File: src/rtl/wdf_pkg.sv
package wdf_pkg;
  typedef enum logic [1:0] {
    MODE_RUN  = 2'd0,
    MODE_WAIT = 2'd1,
    MODE_DOZE = 2'd2,
    MODE_STOP = 2'd3
  } pwrMode_e;

  // Commands from the control module to the counter datapath
  typedef struct packed {
    logic loadReload;
    logic decrement;
  } cntStrobe_t;
endpackage

File: src/rtl/wdf_count.sv
module wdf_count #(
  parameter int CNT_W = 16
) (
  input  logic                clk,
  input  logic                rstN,
  input  wdf_pkg::cntStrobe_t strobe,
  input  logic [CNT_W-1:0]    reloadVal,
  output logic [CNT_W-1:0]    count,
  output logic                isZero
);
  localparam logic [CNT_W-1:0] RESET_VAL = '1;

  always_ff @(posedge clk) begin
    if (!rstN) begin
      count <= RESET_VAL;
    end else if (strobe.loadReload) begin
      count <= reloadVal;
    end else if (strobe.decrement) begin
      count <= count - CNT_W'(1);
    end
  end

  assign isZero = (count == '0);
endmodule

File: src/rtl/wdf_ctrl.sv
module wdf_ctrl #(
  parameter int          SVC_W     = 16,
  parameter int          PULSE_LEN = 4,
  parameter logic [15:0] KEY_FIRST = 16'h5555,
  parameter logic [15:0] KEY_LAST  = 16'hAAAA
) (
  input  logic                 clk,
  input  logic                 rstN,
  input  logic [1:0]           pwrMode,
  input  logic                 wdEnable,
  input  logic                 freezeInWait,
  input  logic                 freezeInDoze,
  input  logic                 svcWrite,
  input  logic [SVC_W-1:0]     svcData,
  input  logic                 isZero,
  output wdf_pkg::cntStrobe_t  strobe,
  output logic                 wdReset
);
  import wdf_pkg::*;

  localparam int PULSE_W = $clog2(PULSE_LEN + 1);
  localparam logic [SVC_W-1:0] KEY_A = SVC_W'(KEY_FIRST);
  localparam logic [SVC_W-1:0] KEY_B = SVC_W'(KEY_LAST);

  pwrMode_e             modeNow;
  logic                 frozen;
  logic                 armed;
  logic                 svcDone;
  logic [PULSE_W-1:0]   pulseCnt;
  logic                 pulsing;
  logic                 pulseLast;
  logic                 expire;

  assign modeNow = pwrMode_e'(pwrMode);

  always_comb begin
    unique case (modeNow)
      MODE_STOP: frozen = 1'b1;
      MODE_WAIT: frozen = freezeInWait;
      MODE_DOZE: frozen = freezeInDoze;
      default:   frozen = 1'b0;
    endcase
  end

  // Two-key service sequence tracker
  assign svcDone = svcWrite && armed && (svcData == KEY_B);

  always_ff @(posedge clk) begin
    if (!rstN) begin
      armed <= 1'b0;
    end else if (svcWrite) begin
      armed <= (svcData == KEY_A);
    end
  end

  // Reset pulse timer
  assign pulsing   = (pulseCnt != '0);
  assign pulseLast = (pulseCnt == PULSE_W'(1));
  assign expire    = wdEnable && !frozen && !pulsing && isZero && !svcDone;

  always_ff @(posedge clk) begin
    if (!rstN || !wdEnable) begin
      pulseCnt <= '0;
    end else if (expire) begin
      pulseCnt <= PULSE_W'(PULSE_LEN);
    end else if (pulsing) begin
      pulseCnt <= pulseCnt - PULSE_W'(1);
    end
  end

  assign wdReset = pulsing;

  always_comb begin
    strobe.loadReload = !wdEnable || svcDone || pulseLast;
    strobe.decrement  = wdEnable && !frozen && !pulsing && !isZero;
  end
endmodule

File: src/rtl/wdog_freeze.sv
module wdog_freeze #(
  parameter int CNT_W     = 16,
  parameter int PULSE_LEN = 4
) (
  input  logic             clk,
  input  logic             rstN,
  input  logic [1:0]       pwrMode,
  input  logic [CNT_W-1:0] reloadVal,
  input  logic             wdEnable,
  input  logic             freezeInWait,
  input  logic             freezeInDoze,
  input  logic             svcWrite,
  input  logic [15:0]      svcData,
  output logic             wdReset,
  output logic [CNT_W-1:0] count
);
  wdf_pkg::cntStrobe_t strobe;
  logic                isZero;

  wdf_ctrl #(
    .SVC_W    (16),
    .PULSE_LEN(PULSE_LEN)
  ) u_ctrl (
    .clk         (clk),
    .rstN        (rstN),
    .pwrMode     (pwrMode),
    .wdEnable    (wdEnable),
    .freezeInWait(freezeInWait),
    .freezeInDoze(freezeInDoze),
    .svcWrite    (svcWrite),
    .svcData     (svcData),
    .isZero      (isZero),
    .strobe      (strobe),
    .wdReset     (wdReset)
  );

  wdf_count #(
    .CNT_W(CNT_W)
  ) u_count (
    .clk      (clk),
    .rstN     (rstN),
    .strobe   (strobe),
    .reloadVal(reloadVal),
    .count    (count),
    .isZero   (isZero)
  );
endmodule

File: config.mk
export PLATFORM = sky130hd
export DESIGN_NAME = wdog_freeze
export DESIGN_NICKNAME = d
export VERILOG_FILES = /design/src/rtl/wdf_pkg.sv /design/src/rtl/wdf_count.sv /design/src/rtl/wdf_ctrl.sv /design/src/rtl/wdog_freeze.sv
export SDC_FILE = /design/constraint.sdc
export NUM_CORES = 1
export LEC_CHECK = 0
export BUFFER_PORTS_ARGS = -buffer_cell sky130_fd_sc_hd__buf_2
export CAP_MARGIN = 20
export CORE_AREA = 4 4 61 63
export DETAILED_ROUTE_END_ITERATION = 7
export DIE_AREA = 0 0 65 67
export PLACE_DENSITY_LB_ADDON = 0.12
export SETUP_SLACK_MARGIN = 0.05
export SLEW_MARGIN = 40
export SYNTH_ARGS = -nofsm -noshare
export SYNTH_HDL_FRONTEND = slang
export SYNTH_SLANG_ARGS = --single-unit
export TNS_END_PERCENT = 100
File: constraint.sdc
create_clock -name clk -period 2.7 [get_ports clk]
set_clock_uncertainty 0.05 [all_clocks]
set_input_delay 0.54 -clock clk [delete_from_list [all_inputs] [get_ports clk]]
set_output_delay 0.54 -clock clk [all_outputs]
set_load 0.05 [all_outputs]
==> flow_summary.json, run 1 <==
{
  "status": "finished clean",
  "p_per_area_nw_per_um2": 413,
  "multi_input_area_um2": 923,
  "critPathKind": "reg2reg",
  "finalSetupViolations": 0,
  "worst-slew-pin-transition_ps": 531,
  "seq_area_frac_synth": 0.292,
  "cp-end-kind": "register",
  "ys_ff_latch": 20,
  "grt_max_degree": 16,
  "cp.arrival_ps": 2320,
  "synth_xor_area_frac": 0.0383,
  "utilization": 0.537,
  "postCtsSetupRepairBufs": 0,
  "crit_fanout": 8,
  "clk_pin_slew_ps": 120,
  "synth-edff-count": 0,
  "synthMuxAreaShare": 0.0292,
  "cpPeakStageDelay_ps": 430,
  "dr.pass1.iters": 4,
  "min_path_cells": 2,
  "grt-ovfl-total": 0,
  "layout-drive-gt1-share": 0.351,
  "reg2reg_setup_slack_ps": 520,
  "drt-total-wl_mm": 3.58,
  "gr-usage-all-layers": 0.174,
  "cap_violations": 0,
  "synth_most_common_cell": "dfxtp_1",
  "synth_area_per_cell_um2": 8.91,
  "fin_setup_tns_ps": 0,
  "cp.required_ps": 2840,
  "synth_cell_type_count": 48,
  "drc_errors": 0,
  "clk_latency_ps": 300,
  "p_leak_nw": 0.700,
  "die-area_um2": 4360,
  "drv_slew": 0,
  "die_w_um": 65,
  "relSlewSlack": 0.644,
  "diodes": 0,
  "yosys_warnings": 0,
  "min_to": "u_count.count[13]",
  "synthFlopType": "dfxtp_1",
  "netlist_area_um2": 1370,
  "timing.rr.end": "u_count.count[10]",
  "vias": 1400,
  "ys_async_sr_fraction": 0,
  "period_needed_ps": 2180,
  "worst_path_most_repeated_cell": "nor4_1",
  "worst_ir_drop_vdd_mv": 0.215,
  "period_share": 0.808,
  "root_buffer": "clkbuf_4",
  "clock_path_buffers": 2,
  "wire_per_inst_um": 13.9,
  "r2r-start": "u_count.count[0]",
  "first_iter_violations": 48,
  "port_buffers": 56,
  "rsz0062_at_grt": "no",
  "synth_top_family_by_area": "simple AND/OR/NAND/NOR gates",
  "ant_nets": 0,
  "rows": 21,
  "synthToLayoutAreaGrowth_pct": 26.4,
  "startpoint_type": "register",
  "die_h_um": 67,
  "hp-class": "in2reg",
  "crit_slowest_cell": "and4_1",
  "synth_top_area_frac": 0.292,
  "h-tree-depth": 1,
  "ios": 57,
  "worst_slack_ps": 517,
  "grt_pass1_vias": 1362,
  "place_congestion": 0.870,
  "clock.fmax_mhz": 458,
  "cts_num_sinks": 20,
  "hold_violations": 0,
  "dp_slack_ps": 468,
  "syn_nets": 199,
  "antenna_found_initial": 0,
  "register_area_um2": 400,
  "vias_per_cell": 5.45,
  "grt_pass1_wl_mm": 5.93,
  "hp-start": "reloadVal[13]",
  "synth_cells": 154,
  "cts_tree": "yes",
  "synth_common_cells": "dfxtp_1, nor2_1, inv_1, nor3_1, nor4_1",
  "nets": 257,
  "start_util": 0.425,
  "synth_top_area_cell": "dfxtp_1",
  "place_hpwl_mm": 2.92,
  "cp_cell_sequence": "inv_1 -> ha_1 -> nor4b_2 -> and4_1 -> nor2_1 -> nor4_1 -> nor4_1",
  "synthAdderAreaFrac": 0.0456,
  "fp.coreArea_um2": 3230,
  "cts_resized": 0,
  "n_fill_cell": 330,
  "synth-compound-area-share": 0.196,
  "r2r_cells": 7,
  "synth-simple-area-share": 0.364,
  "cts_buffers": 3,
  "ctsHoldBuffers": 0,
  "synth_area_leaders": "dfxtp_1, nor2_1, ha_1"
}
## worst max-delay path: cells and delay by family (launching register included)
kind / cells / cell delay [ps]
buffers and inverters: 1 / 120
adders and majority gates: 1 / 280
and+or+nand+nor: 5 / 1260
DFF: 1 / 360
## per-stage QoR
stage	total power, W	cell area (um^2)	cells	hold WS (ps)
finish	0.000716	1740	257	395
floorplan	0.000479	1370	154	405
global route	0.000759	1740	257	382
CTS	0.000725	1740	257	383
global placement	0.000545	1700	253	421
detailed placement	0.000549	1700	253	427
## flip-flops by register name, summed over array words and instances, names as in the netlist
register and cells:
u_ctrl.pulseCnt 3, u_ctrl.armed 1, u_count.count 16
## worst max path at each step
stage	cells past startpoint	slack (ps)	from	to
after floorplan	8	290	u_count.count[0]	u_count.count[8]
after global placement	5	530	pwrMode[1]	u_count.count[7]
after detailed placement	5	470	pwrMode[1]	u_count.count[7]
after CTS	7	510	u_count.count[0]	u_count.count[6]
after global routing	7	300	u_count.count[0]	u_count.count[6]
final	7	520	u_count.count[0]	u_count.count[10]
## report_power, final
| group | switching (W) | leakage, nW | internal (W) |
|---|---|---|---|
| clock network | 0.0000927 | 0.0210 | 0.0000822 |
| logic | 0.000127 | 0.514 | 0.0000723 |
| registers | 0.0000283 | 0.165 | 0.000313 |
## cell usage in the layout (no fill, tap or decap), types with 3 or more instances in the layout
cell type and instances:
buf_2 56, dfxtp_1 20, nor2_1 17, inv_1 8
nor3_1 8, nor4_1 8, nand2_1 7, a21oi_1 7
xnor2_1 6, nor4bb_1 5, a2bb2oi_1 5, ha_1 5
nand3_1 4, mux2i_1 4, o32a_1 4, nand4_1 3
a22oi_1 3, clkbuf_4 3
## logic make-up after synthesis
family          after synthesis
simple gates                 74
compound gates               33
flops                        20
buf+inv                      12
xor+xnor                      6
fa+ha+maj                     5
mux                           4
## layer usage
layer | global-route usage | vias up | share of wire
met5 | 0 | - | 0
met4 | 0.0501 | 0 | 0.0048
met3 | 0.0388 | 2 | 0.048
met2 | 0.322 | 30 | 0.51
met1 | 0.199 | 659 | 0.43
li1 | - | 709 | -
## cell type report
type,instances,share of cell area
clock buffer,4,0.0209
inverter,8,0.0173
multi-input combinational,122,0.532
sequential,20,0.231
tap,46,0.0332
timing repair buffer,57,0.166
Note: power is estimated with default switching activity, not from simulation.
==> run 2, diff against run 1 <==
--- a/config.mk
+++ b/config.mk
@@ -5,11 +5,12 @@
 export SDC_FILE = /design/constraint.sdc
 export NUM_CORES = 1
 export LEC_CHECK = 0
+export ABC_AREA = 1
 export BUFFER_PORTS_ARGS = -buffer_cell sky130_fd_sc_hd__buf_2
 export CAP_MARGIN = 20
-export CORE_AREA = 4 4 61 63
+export CORE_AREA = 4 4 67 69
 export DETAILED_ROUTE_END_ITERATION = 7
-export DIE_AREA = 0 0 65 67
+export DIE_AREA = 0 0 71 73
 export PLACE_DENSITY_LB_ADDON = 0.12
 export SETUP_SLACK_MARGIN = 0.05
 export SLEW_MARGIN = 40
==> constraint.sdc (replaced) <==
create_clock -name clk -period 2.05 [get_ports clk]
set_clock_uncertainty 0.05 [all_clocks]
set_input_delay 0.41 -clock clk [delete_from_list [all_inputs] [get_ports clk]]
set_output_delay 0.41 -clock clk [all_outputs]
set_load 0.05 [all_outputs]
==> flow_summary.json, run 2 <==
{
  "cp.required_ps": 1590,
  "yosys_warnings": 0,
  "syn_nets": 309,
  "h-tree-depth": 1,
  "cts_buffers": 3,
  "place_hpwl_mm": 3.28,
  "top_register": "u_count.count",
  "hold_violations": 0,
  "netlist_area_um2": 1680,
  "gr-usage-all-layers": 0.158,
  "dr.pass1.iters": 5,
  "worst-slew-pin-transition_ps": 461,
  "die_h_um": 73,
  "grt-ovfl-total": 0,
  "grt_max_degree": 20,
  "cpPeakStageDelay_ps": 350,
  "startpoint_type": "register",
  "finalSetupViolations": 0,
  "die-area_um2": 5180,
  "grt_pass1_wl_mm": 6.53,
  "cts_tree": "yes",
  "synth_top_area_frac": 0.238,
  "critPathKind": "reg2out",
  "crit_slowest_cell": "dfxtp_1",
  "period_needed_ps": 1800,
  "crit_cells": 4,
  "antenna_found_initial": 0,
  "min_path_cells": 2,
  "p_per_area_nw_per_um2": 605,
  "worst_ir_drop_vdd_mv": 0.250,
  "die_w_um": 71,
  "ys_ff_latch": 20,
  "cpLargestDelayFamily": "buffers and inverters",
  "grt_pass1_vias": 1551,
  "fp.coreArea_um2": 3910,
  "reg2reg_setup_slack_ps": 350,
  "cts_resized": 0,
  "cp.arrival_ps": 1340,
  "layout-drive-gt1-share": 0.302,
  "synth_area_leaders": "dfxtp_1, nand2_1, inv_1",
  "postCtsSetupRepairBufs": 0,
  "hp-class": "in2reg",
  "clk_pin_slew_ps": 80,
  "vias": 1700,
  "wire_per_inst_um": 10.6,
  "whs_ps": 286,
  "synth_top_area_cell": "dfxtp_1",
  "synth_cells": 264,
  "cp_cell_sequence": "inv_1 -> ha_1 -> nand2_4 -> buf_2",
  "relSlewSlack": 0.691,
  "multi_input_area_um2": 1090,
  "r2r-start": "u_ctrl.pulseCnt[1]",
  "largest_register_ff_count": 16,
  "diodes": 0,
  "p_leak_nw": 1.03,
  "crit_fanout": 5,
  "clock_path_buffers": 2,
  "synthToLayoutAreaGrowth_pct": 21.8,
  "synthFlopType": "dfxtp_1",
  "drc_errors": 0,
  "place_congestion": 0.907,
  "start_util": 0.430,
  "synth_most_common_cell": "nand2_1",
  "seq_area_frac_synth": 0.238,
  "period_share": 0.876,
  "root_buffer": "clkbuf_8",
  "ys_async_sr_fraction": 0,
  "synth-edff-count": 0,
  "rsz0062_at_grt": "no",
  "port_buffers": 56,
  "vias_per_cell": 4.58,
  "cp_num_buf_inv": 2,
  "r2r_cells": 7,
  "crit_start": "u_ctrl.pulseCnt[0]",
  "ios": 57,
  "timing.rr.end": "u_count.count[10]",
  "register_area_um2": 400,
  "synth_area_per_cell_um2": 6.38,
  "first_iter_violations": 88,
  "ctsHoldBuffers": 0,
  "n_fill_cell": 431,
  "cap_violations": 0,
  "drv_slew": 0,
  "cts_num_sinks": 20,
  "status": "finished clean",
  "clk_latency_ps": 270,
  "dp_cells": 367,
  "fin_setup_tns_ps": 0,
  "ant_nets": 0,
  "layout_common_cells": "nand2_1, buf_2, inv_1",
  "drt-total-wl_mm": 3.94,
  "synth_cell_type_count": 24,
  "synth_common_cells": "nand2_1, inv_1, nor2_1",
  "nets": 367,
  "cp-end-kind": "output port",
  "setup.worst_path.end": "wdReset",
  "clock.fmax_mhz": 557,
  "rows": 23,
  "reg.largest.list": "u_count.count: 16 flops, u_ctrl.pulseCnt: 3 flops, u_ctrl.armed: 1 flops",
  "final_cells": 371,
  "mostFrequentLayoutCell": "nand2_1"
}
-- run 2: cell type report --
cell class                 instances  area share
multi-input combinational        198       0.532
tap                               50      0.0305
sequential                        20       0.195
clock buffer                       4      0.0268
inverter                          43      0.0787
timing repair buffer              56       0.137
-- run 2: layer usage --
metal | vias to the layer above | track usage | part of all wire
li1 | 936 | - | -
met1 | 715 | 0.185 | 0.45
met2 | 44 | 0.282 | 0.47
met3 | 5 | 0.0289 | 0.063
met4 | 0 | 0.0668 | 0.016
met5 | - | 0 | 0
-- run 2: how the worst min path moves through the flow --
stage / from / to
floorplan: rstN / u_count.count[9]
global placement: u_count.count[15] / u_count.count[15]
detailed placement: u_count.count[1] / u_count.count[1]
CTS: svcWrite / u_ctrl.armed
global route: svcWrite / u_ctrl.armed
finish: svcWrite / u_ctrl.armed
-- run 2: logic make-up after synthesis --
group,Yosys count,synth area share
AO/OA/AOI/OAI,17,0.0594
XOR/XNOR,11,0.0572
AND/OR/NAND/NOR,164,0.489
buffers and inverters,46,0.114
multiplexers,1,0.00594
flip-flops,20,0.238
adder cells (fa/ha/maj),5,0.0371
-- run 2: power by group --
| group | internal, W | switching (W) | total (W) | leakage, nW |
|---|---|---|---|---|
| logic | 0.000143 | 0.000307 | 0.000451 | 0.837 |
| registers | 0.000427 | 0.0000499 | 0.000477 | 0.166 |
| clock network | 0.000171 | 0.000143 | 0.000314 | 0.0288 |
| total | 0.000741 | 0.000500 | 0.00124 | 1.03 |
-- run 2: stage by stage --
step	worst slack [ps]	total power (W)	util	cell area [um^2]
after floorplan	128	0.000825	-	1680
after global placement	325	0.000937	0.510	2000
after detailed placement	304	0.000942	0.510	2000
after CTS	251	0.00126	0.524	2050
after global routing	193	0.00132	0.524	2050
final	254	0.00124	0.524	2050
==> run 3, diff against run 2 <==
--- a/config.mk
+++ b/config.mk
@@ -11,7 +11,7 @@
 export CORE_AREA = 4 4 67 69
 export DETAILED_ROUTE_END_ITERATION = 7
 export DIE_AREA = 0 0 71 73
-export PLACE_DENSITY_LB_ADDON = 0.12
+export PLACE_DENSITY = 0.7
 export SETUP_SLACK_MARGIN = 0.05
 export SLEW_MARGIN = 40
 export SYNTH_ARGS = -nofsm -noshare
==> flow_summary.json, run 3 (synthesis gave the netlist of run 2 again) <==
{
  "dp_slack_ps": 352,
  "start_util": 0.430,
  "ant_nets": 0,
  "period_needed_ps": 1770,
  "port_buffers": 56,
  "synthToLayoutAreaGrowth_pct": 22.8,
  "critPathKind": "reg2out",
  "die_h_um": 73,
  "layout_common_cells": "nand2_1, buf_2, inv_1",
  "n_fill_cell": 428,
  "drv_slew": 0,
  "power.total_w": 0.00134,
  "rsz0062_at_grt": "no",
  "nets": 367,
  "p_leak_nw": 1.04,
  "clk_latency_ps": 270,
  "hp-class": "in2reg",
  "cts_tree": "yes",
  "h-tree-depth": 1,
  "postCtsSetupRepairBufs": 0,
  "reg.largest.list": "u_count.count: 16 flops, u_ctrl.pulseCnt: 3 flops, u_ctrl.armed: 1 flops",
  "clock_path_buffers": 2,
  "place_hpwl_mm": 3.24,
  "die_w_um": 71,
  "grt_pass1_vias": 1571,
  "cts_buffers": 3,
  "fp.coreArea_um2": 3910,
  "rows": 23,
  "grtUsageMet2": 0.278,
  "vias": 1735,
  "fin_setup_tns_ps": 0,
  "cp-end-kind": "output port",
  "status": "finished clean",
  "drc_errors": 0,
  "register_area_um2": 400,
  "cap_violations": 0,
  "place_congestion": 0.870,
  "reg2reg_setup_slack_ps": 370,
  "grtUsageMet3": 0.0207,
  "vias_per_cell": 4.68,
  "multi_input_area_um2": 1090,
  "mostFrequentLayoutCell": "nand2_1",
  "cp.required_ps": 1590,
  "worst_slack_ps": 276,
  "layout-drive-gt1-share": 0.302,
  "ctsHoldBuffers": 0,
  "ios": 57,
  "crit_fanout": 5,
  "cts_num_sinks": 20,
  "hp-start": "svcWrite",
  "root_buffer": "clkbuf_8",
  "r2r_cells": 7,
  "largest_register_ff_count": 16,
  "finalSetupViolations": 0,
  "grt-ovfl-total": 0,
  "cp.arrival_ps": 1310,
  "busiest_layer": "met2",
  "use_met1": 0.184,
  "wire_per_inst_um": 10.7,
  "drt-total-wl_mm": 3.96,
  "first_iter_violations": 91,
  "die-area_um2": 5180,
  "grt_pass1_wl_mm": 6.51,
  "gr-usage-all-layers": 0.153,
  "clock.fmax_mhz": 564,
  "dr.pass1.iters": 4,
  "diodes": 0,
  "min_to": "u_ctrl.armed",
  "cts_resized": 0,
  "hold_violations": 0,
  "clk_pin_slew_ps": 80,
  "top_register": "u_count.count",
  "r2r-start": "u_ctrl.pulseCnt[1]",
  "antenna_found_initial": 0,
  "relSlewSlack": 0.712,
  "worst-slew-pin-transition_ps": 432,
  "worst_ir_drop_vdd_mv": 0.252,
  "grt_max_degree": 20,
  "timing.rr.end": "u_count.count[5]",
  "p_per_area_nw_per_um2": 647,
  "min_path_cells": 2,
  "startpoint_type": "register",
  "period_share": 0.865
}
[run 3: per-stage QoR]
step	hold WS [ps]	cell area (um^2)	utilization	std cells
3_3_place_gp	437	2000	0.510	367
3_5_place_dp	449	2000	0.510	367
6_report	289	2070	0.528	371
5_1_grt	309	2070	0.528	371
4_1_cts	286	2070	0.528	371
2_1_floorplan	444	1680	-	264
[run 3: worst max path at each step]
stage                                   from                end  slack (ps)  depth (start not counted)
after floorplan             u_count.count[0]  u_count.count[10]         130                          9
after global placement           svcData[11]  u_count.count[10]         360                         10
after detailed placement         svcData[11]   u_count.count[5]         350                         10
after CTS                 u_ctrl.pulseCnt[0]            wdReset         260                          4
after global routing      u_ctrl.pulseCnt[0]            wdReset         190                          4
final                     u_ctrl.pulseCnt[0]            wdReset         280                          4
[run 3: layer usage]
| metal | routed length [um] | vias up |
|---|---|---|
| met2 | 1830 | 55 |
| li1 | - | 933 |
| met4 | 62 | 0 |
| met1 | 1780 | 741 |
| met5 | 0 | - |
| met3 | 288 | 6 |
[run 3: final cells by class]
type,instances,area share
Clock buffer,3,0.0200
Clock inverter,1,0.0145
Inverter,43,0.0780
Multi-Input combinational cell,198,0.528
Sequential cell,20,0.194
Tap cell,50,0.0302
Timing Repair Buffer,56,0.136
[run 3: power by group]
part	internal (W)	switching [W]
clock network	0.000261	0.000147
logic	0.000143	0.000308
registers	0.000427	0.0000516
total	0.000831	0.000506
[run 3: worst max-delay path, stage by stage (launching register included)]
cell     delay (ps)
dfxtp_1         340
inv_1            80
ha_1            240
nand2_4         110
buf_2           270
